$ cat config.mk
export PLATFORM = sky130hd
export DESIGN_NAME = osc_freq_probe
export DESIGN_NICKNAME = d
export VERILOG_FILES = /design/src/rtl/osc_probe_pkg.sv /design/src/rtl/osc_sat_counter.sv /design/src/rtl/osc_window_timer.sv /design/src/rtl/osc_band_classifier.sv /design/src/rtl/osc_freq_probe.sv
export SDC_FILE = /design/constraint.sdc
export NUM_CORES = 1
export LEC_CHECK = 0
export ABC_AREA = 1
export ABC_CLOCK_PERIOD_IN_PS = 3050
export CORE_ASPECT_RATIO = 1.75
export CORE_MARGIN = 3
export CORE_UTILIZATION = 45
export DETAILED_ROUTE_END_ITERATION = 7
export PLACE_DENSITY = 0.81
export SLEW_MARGIN = 20
export SYNTH_ARGS = -nofsm -noshare
export SYNTH_HDL_FRONTEND = slang
export SYNTH_SLANG_ARGS = --single-unit
$ cat constraint.sdc
create_clock -name clk_i -period 3.05 [get_ports clk_i]
set_clock_uncertainty 0.1 [all_clocks]
set_input_delay 0.61 -clock clk_i [delete_from_list [all_inputs] [get_ports clk_i]]
set_output_delay 0.61 -clock clk_i [all_outputs]
set_load 0.05 [all_outputs]
$ cat src/rtl/osc_probe_pkg.sv
package osc_probe_pkg;
  typedef enum logic [1:0] {ST_IDLE, ST_ARM, ST_COUNT, ST_DONE} probe_state_e;

  localparam int NUM_BANDS = 4;
  localparam int BAND_TOL  = 3;

  function automatic int band_center(input int idx);
    case (idx)
      0:       return 732;
      1:       return 794;
      2:       return 1172;
      default: return 1587;
    endcase
  endfunction

  function automatic logic [1:0] band_code(input int idx);
    case (idx)
      0:       return 2'd2;
      1:       return 2'd0;
      2:       return 2'd1;
      default: return 2'd3;
    endcase
  endfunction
endpackage

$ cat src/rtl/osc_sat_counter.sv
module osc_sat_counter #(
  parameter int CNT_W = 16
) (
  input  logic             clk_i,
  input  logic             rst_ni,
  input  logic             clr_i,
  input  logic             inc_i,
  output logic [CNT_W-1:0] cnt_o
);
  localparam logic [CNT_W-1:0] CNT_MAX = {CNT_W{1'b1}};

  logic [CNT_W-1:0] cnt_q;

  always_ff @(posedge clk_i or negedge rst_ni) begin
    if (!rst_ni)                        cnt_q <= '0;
    else if (clr_i)                     cnt_q <= '0;
    else if (inc_i && cnt_q != CNT_MAX) cnt_q <= cnt_q + 1'b1;
  end

  assign cnt_o = cnt_q;
endmodule

$ cat src/rtl/osc_window_timer.sv
module osc_window_timer #(
  parameter int WIN_W = 16
) (
  input  logic             clk_i,
  input  logic             rst_ni,
  input  logic             load_i,
  input  logic [WIN_W-1:0] len_i,
  input  logic             tick_i,
  output logic             last_o
);
  logic [WIN_W-1:0] rem_q;

  always_ff @(posedge clk_i or negedge rst_ni) begin
    if (!rst_ni)     rem_q <= '0;
    else if (load_i) rem_q <= (len_i == '0) ? WIN_W'(1) : len_i;
    else if (tick_i && rem_q > WIN_W'(1)) rem_q <= rem_q - 1'b1;
  end

  // remaining period is the final one
  assign last_o = (rem_q <= WIN_W'(1));
endmodule

$ cat src/rtl/osc_band_classifier.sv
module osc_band_classifier
  import osc_probe_pkg::*;
#(
  parameter int CNT_W = 16
) (
  input  logic [CNT_W-1:0] cnt_i,
  output logic             hit_o,
  output logic [1:0]       code_o
);
  logic [NUM_BANDS-1:0] in_band;
  logic [1:0]           code_by [NUM_BANDS];

  for (genvar g = 0; g < NUM_BANDS; g++) begin : g_band
    assign in_band[g] = (int'(cnt_i) >= band_center(g) - BAND_TOL) &&
                        (int'(cnt_i) <= band_center(g) + BAND_TOL);
    assign code_by[g] = in_band[g] ? band_code(g) : 2'd0;
  end

  always_comb begin
    code_o = 2'd0;
    for (int i = 0; i < NUM_BANDS; i++) code_o = code_o | code_by[i];
  end

  assign hit_o = |in_band;
endmodule

$ cat src/rtl/osc_freq_probe.sv
module osc_freq_probe
  import osc_probe_pkg::*;
#(
  parameter int CNT_W    = 16,
  parameter int WIN_W    = 16,
  parameter int TRIG_BIT = 31
) (
  input  logic        clk_i,
  input  logic        rst_ni,
  input  logic        osc_tick_i,
  input  logic        ref_tick_i,
  input  logic        ctl_wr_i,
  input  logic [31:0] ctl_wdata_i,
  output logic [31:0] status_o,
  output logic [31:0] osc_ctrl_o
);
  localparam int BUSY_BIT = 31;
  localparam int ERR_BIT  = 30;

  probe_state_e     state_q, state_d;
  logic             start, in_count, win_last, hit, err_q;
  logic [1:0]       code_q, hit_code;
  logic [CNT_W-1:0] cnt;
  logic             unused_wdata;

  assign unused_wdata = ^ctl_wdata_i[TRIG_BIT-1:WIN_W];

  assign start    = (state_q == ST_IDLE) && ctl_wr_i && ctl_wdata_i[TRIG_BIT];
  assign in_count = (state_q == ST_COUNT);

  osc_sat_counter #(.CNT_W(CNT_W)) u_cnt (
    .clk_i (clk_i),
    .rst_ni(rst_ni),
    .clr_i (start),
    .inc_i (in_count && osc_tick_i),
    .cnt_o (cnt)
  );

  osc_window_timer #(.WIN_W(WIN_W)) u_win (
    .clk_i (clk_i),
    .rst_ni(rst_ni),
    .load_i(start),
    .len_i (ctl_wdata_i[WIN_W-1:0]),
    .tick_i(in_count && ref_tick_i),
    .last_o(win_last)
  );

  osc_band_classifier #(.CNT_W(CNT_W)) u_cls (
    .cnt_i (cnt),
    .hit_o (hit),
    .code_o(hit_code)
  );

  always_comb begin
    state_d = state_q;
    unique case (state_q)
      ST_IDLE:  if (start) state_d = ST_ARM;
      ST_ARM:   if (ref_tick_i) state_d = ST_COUNT;
      ST_COUNT: if (ref_tick_i && win_last) state_d = ST_DONE;
      ST_DONE:  state_d = ST_IDLE;
      default:  state_d = ST_IDLE;
    endcase
  end

  always_ff @(posedge clk_i or negedge rst_ni) begin
    if (!rst_ni) begin
      state_q <= ST_IDLE;
      code_q  <= 2'd0;
      err_q   <= 1'b0;
    end else begin
      state_q <= state_d;
      if (start) err_q <= 1'b0;
      if (state_q == ST_DONE) begin
        if (hit) code_q <= hit_code;
        else     err_q  <= 1'b1;
      end
    end
  end

  always_comb begin
    status_o           = '0;
    status_o[BUSY_BIT] = (state_q != ST_IDLE);
    status_o[ERR_BIT]  = err_q;
    status_o[CNT_W-1:0] = cnt;
  end

  assign osc_ctrl_o = {code_q, 30'd0};
endmodule

==> results.tsv <==
stage	metric	value	unit
sta	fmax	383	MHz
floorplan	die-area	8350	um^2
logic_synthesis	synth-compound-area-share	8.44	%
logic_synthesis	synth_top_area_share	28.4	%
global_route	grt_pass1_vias	2964	
power	p_sw	1.42	mW
floorplan	row_count	40	
sta	rsz0062_at_grt	no	
floorplan	die_h	119	um
finish	n_antenna_cell	0	
global_route	grt_pass1_wl	12800	um
global_route	grt_overflow_total	0	
sta	hold_viol	0	
finish	syn_to_final_growth	12.9	%
logic_synthesis	synth_seq_area_share	28.4	%
drt	route.met2.wl	4240	um
clock_network	cts_buffer_depth	2	
worst_setup_path	worstPathArrival	1.90	ns
drt	wl_met3	492	um
power	pwr-share-clk	17.6	%
sta	worst_pin_slew	0.873	ns
sta	finalWorstSetupSlack	0.437	ns
logic_synthesis	muxShareOfSynthArea	0	%
finish	nNetsFinal	564	
logic_synthesis	synth_fa_ha_area_share	4.22	%
logic_synthesis	synth-main-ff-cell	dfrtp_1	
logic_synthesis	ys_types	40	
power	vdd_drop_max	0.000468	V
drt	drtPass1Iterations	4	
finish	fill_cells	698	
sta	slew_violations	0	
logic_synthesis	synth-edff-count	0	
sta	fin_crit_sh	85.7	%
global_route	grt_max_degree	38	
sta	relSlewSlack	41.8	%
placed_design	dp_slack	0.701	ns
floorplan	initial_core_util	46.9	%
power	leakage	1.80	nW
worst_setup_path	ff2ff_path_depth	9	
power	p_total	2.86	mW
floorplan	ios	101	
placed_design	numPortBuffers	41	
global_route	gr-usage-all-layers	18.8	%
drt	drtAntennaViolNets	0	
clock_network	cts_resized	0	
clock_network	cts-root-buf	clkbuf_16	
power	p_sw_share	49.8	%
clock_network	cts_max_level	2	
placed_design	gp_congestion	0.923	
drt	drt-vias-per-instance	5.11	
worst_setup_path	end_kind	output pin	
placed_design	placed_area	3540	um^2
worst_setup_path	critPathKind	reg -> out	
logic_synthesis	synth_xor_area_share	2.69	%
sta	fin_crit	2.61	ns
clock_network	clock_latency	0.28	ns
floorplan	core	6960	um^2
job	drv_cap	0	
power	comb_power_share	54.2	%
global_route	antenna_found_initial	0	
finish	finalNonFillerCells	601	
logic_synthesis	synth_common_cells	nand2_1 (126), nor2_1 (58), inv_1 (48)	
logic_synthesis	avgSynthCellArea	6.82	um^2
worst_setup_path	cp_max_fo	4	
finish	drive_above_1_share	9.28	%
logic_synthesis	synthSimpleGateAreaFrac	37.6	%
worst_setup_path	start_kind	flop	
logic_synthesis	synth_seq_cells	37	
sta	fin_hold_ws	0.343	ns
clock_network	cts_made_buffers	5	
drt	highest_layer	met4	
power	p_int	1.43	mW
sta	setup-tns-final	0	ns
clock_network	cts_sinks	37	
drt	wl_met1	2760	um
sta	finalSetupViolations	0	
finish	final_util	52.9	%
logic_synthesis	ys_warn_count	0	
hold_path	hold_class	in -> async	
placed_design	dpl.hpwl	5960	um
logic_synthesis	synth_cells	478	
logic_synthesis	synth_top_family_by_area	simple AND/OR/NAND/NOR gates	
logic_synthesis	yosysMostFrequentCell	nand2_1	
logic_synthesis	netlist_area	3260	um^2
clock_network	postCtsHoldBufs	0	
logic_synthesis	synth_top_cell_by_area	dfrtp_1	
clock_network	cts_tree	done	
power	p_seq_share	28.2	%
drt	wl_per_cell	13.0	um
worst_setup_path	cp_data_required_time	2.34	ns
placed_design	placed_cells	593	
drt	drt_iter0_markers	173	
logic_synthesis	synthArstFlopShare	100	%
drt	vias	3071	
drt	drt_wl_total	7840	um
finish	finalInstanceArea	3680	um^2
drt	drc	0	
outcome	outcome	finished, final reports clean	
floorplan	die_x	70.4	um
power	power.density	776	nW/um^2
clock_network	clk_pin_slew_worst_paths	0.06	ns
logic_synthesis	synth_area_leaders	dfrtp_1 (28%), nand2_1 (14%), buf_4 (11%)	
clock_network	post_cts_buffers	0	
## final timing paths
check / startpoint / to / slack, ns
min in group clk_i: code_q[1]$_DFFE_PN0P_ / code_q[1]$_DFFE_PN0P_ / 0.37
min reg2reg: code_q[1]$_DFFE_PN0P_ / code_q[1]$_DFFE_PN0P_ / 0.37
max in group asynchronous: rst_ni / u_win.rem_q[13]$_DFFE_PN0P_ / 1.96
min: rst_ni / u_cnt.cnt_o[1]$_DFFE_PN0P_ / 0.34
max: state_q[0]$_DFFE_PN0P_ / status_o[31] / 0.44
max reg2reg: u_win.rem_q[0]$_DFFE_PN0P_ / u_win.rem_q[0]$_DFFE_PN0P_ / 0.84
## layer usage
layer | vias up | global-route usage [%]
met5 | - | 0
met4 | 0 | 11.5
met3 | 31 | 2.30
met2 | 153 | 34.6
met1 | 1396 | 19.5
li1 | 1491 | -
## power by group through the flow
| stage | Combinational [mW] | Clock, mW | Sequential (mW) |
|---|---|---|---|
| detailed placement | 1.54 | 0 | 0.811 |
| finish | 1.55 | 0.502 | 0.806 |
| global placement | 1.49 | 0 | 0.802 |
| floorplan | 1.20 | 0 | 0.870 |
| CTS | 1.55 | 0.516 | 0.803 |
| global route | 1.72 | 0.535 | 0.829 |
## cells by family (layout without fill, tap and decap cells)
group,count (synthesis),after routing
other cells,1,44
simple gates,267,267
flops,37,37
buf+inv,109,105
xor+xnor,10,10
fa+ha+maj,11,11
compound gates,43,43
## area by class of cell
type / count / area, um^2 / area share [%]
Multi-Input combinational cell: 375 / 1890 / 51.4
Sequential cell: 37 / 926 / 25.2
Timing Repair Buffer: 42 / 413 / 11.2
Inverter: 55 / 206 / 5.61
Clock buffer: 6 / 129 / 3.50
Tap cell: 84 / 105 / 2.86
Clock inverter: 2 / 10.0 / 0.272
## worst max-delay path, stage by stage, from the launching register on
cell	delay, ns
dfrtp_1	0.41
inv_1	0.10
ha_1	0.25
inv_1	0.06
clkdlybuf4s50_1	0.79
## cells in the final DEF, fill, tap and decap left out, types with 2 or more instances in the layout
cell and count:
a21oi_1 5, clkbuf_16 5, clkdlybuf4s50_1 40, clkinv_2 2
conb_1 44, dfrtp_1 37, ha_1 11, inv_1 48
inv_2 6, nand2_1 126, nand2_2 8, nand2_4 4
nand3_1 33, nand3_2 2, nand4_1 10, nor2_1 58
nor2_2 3, nor2_4 3, nor3_1 11, nor3b_2 2
nor4_1 2, o21ai_0 16, o21ai_1 6, o21ai_2 7
o21bai_1 3, o31ai_1 2, xor2_1 9
## registers in the layout (all words and copies together) (netlist names)
signal,count
u_cnt.cnt_o,16
code_q,2
err_q,1
state_q,2
u_win.rem_q,16
Power figures use the tool's default switching activity.
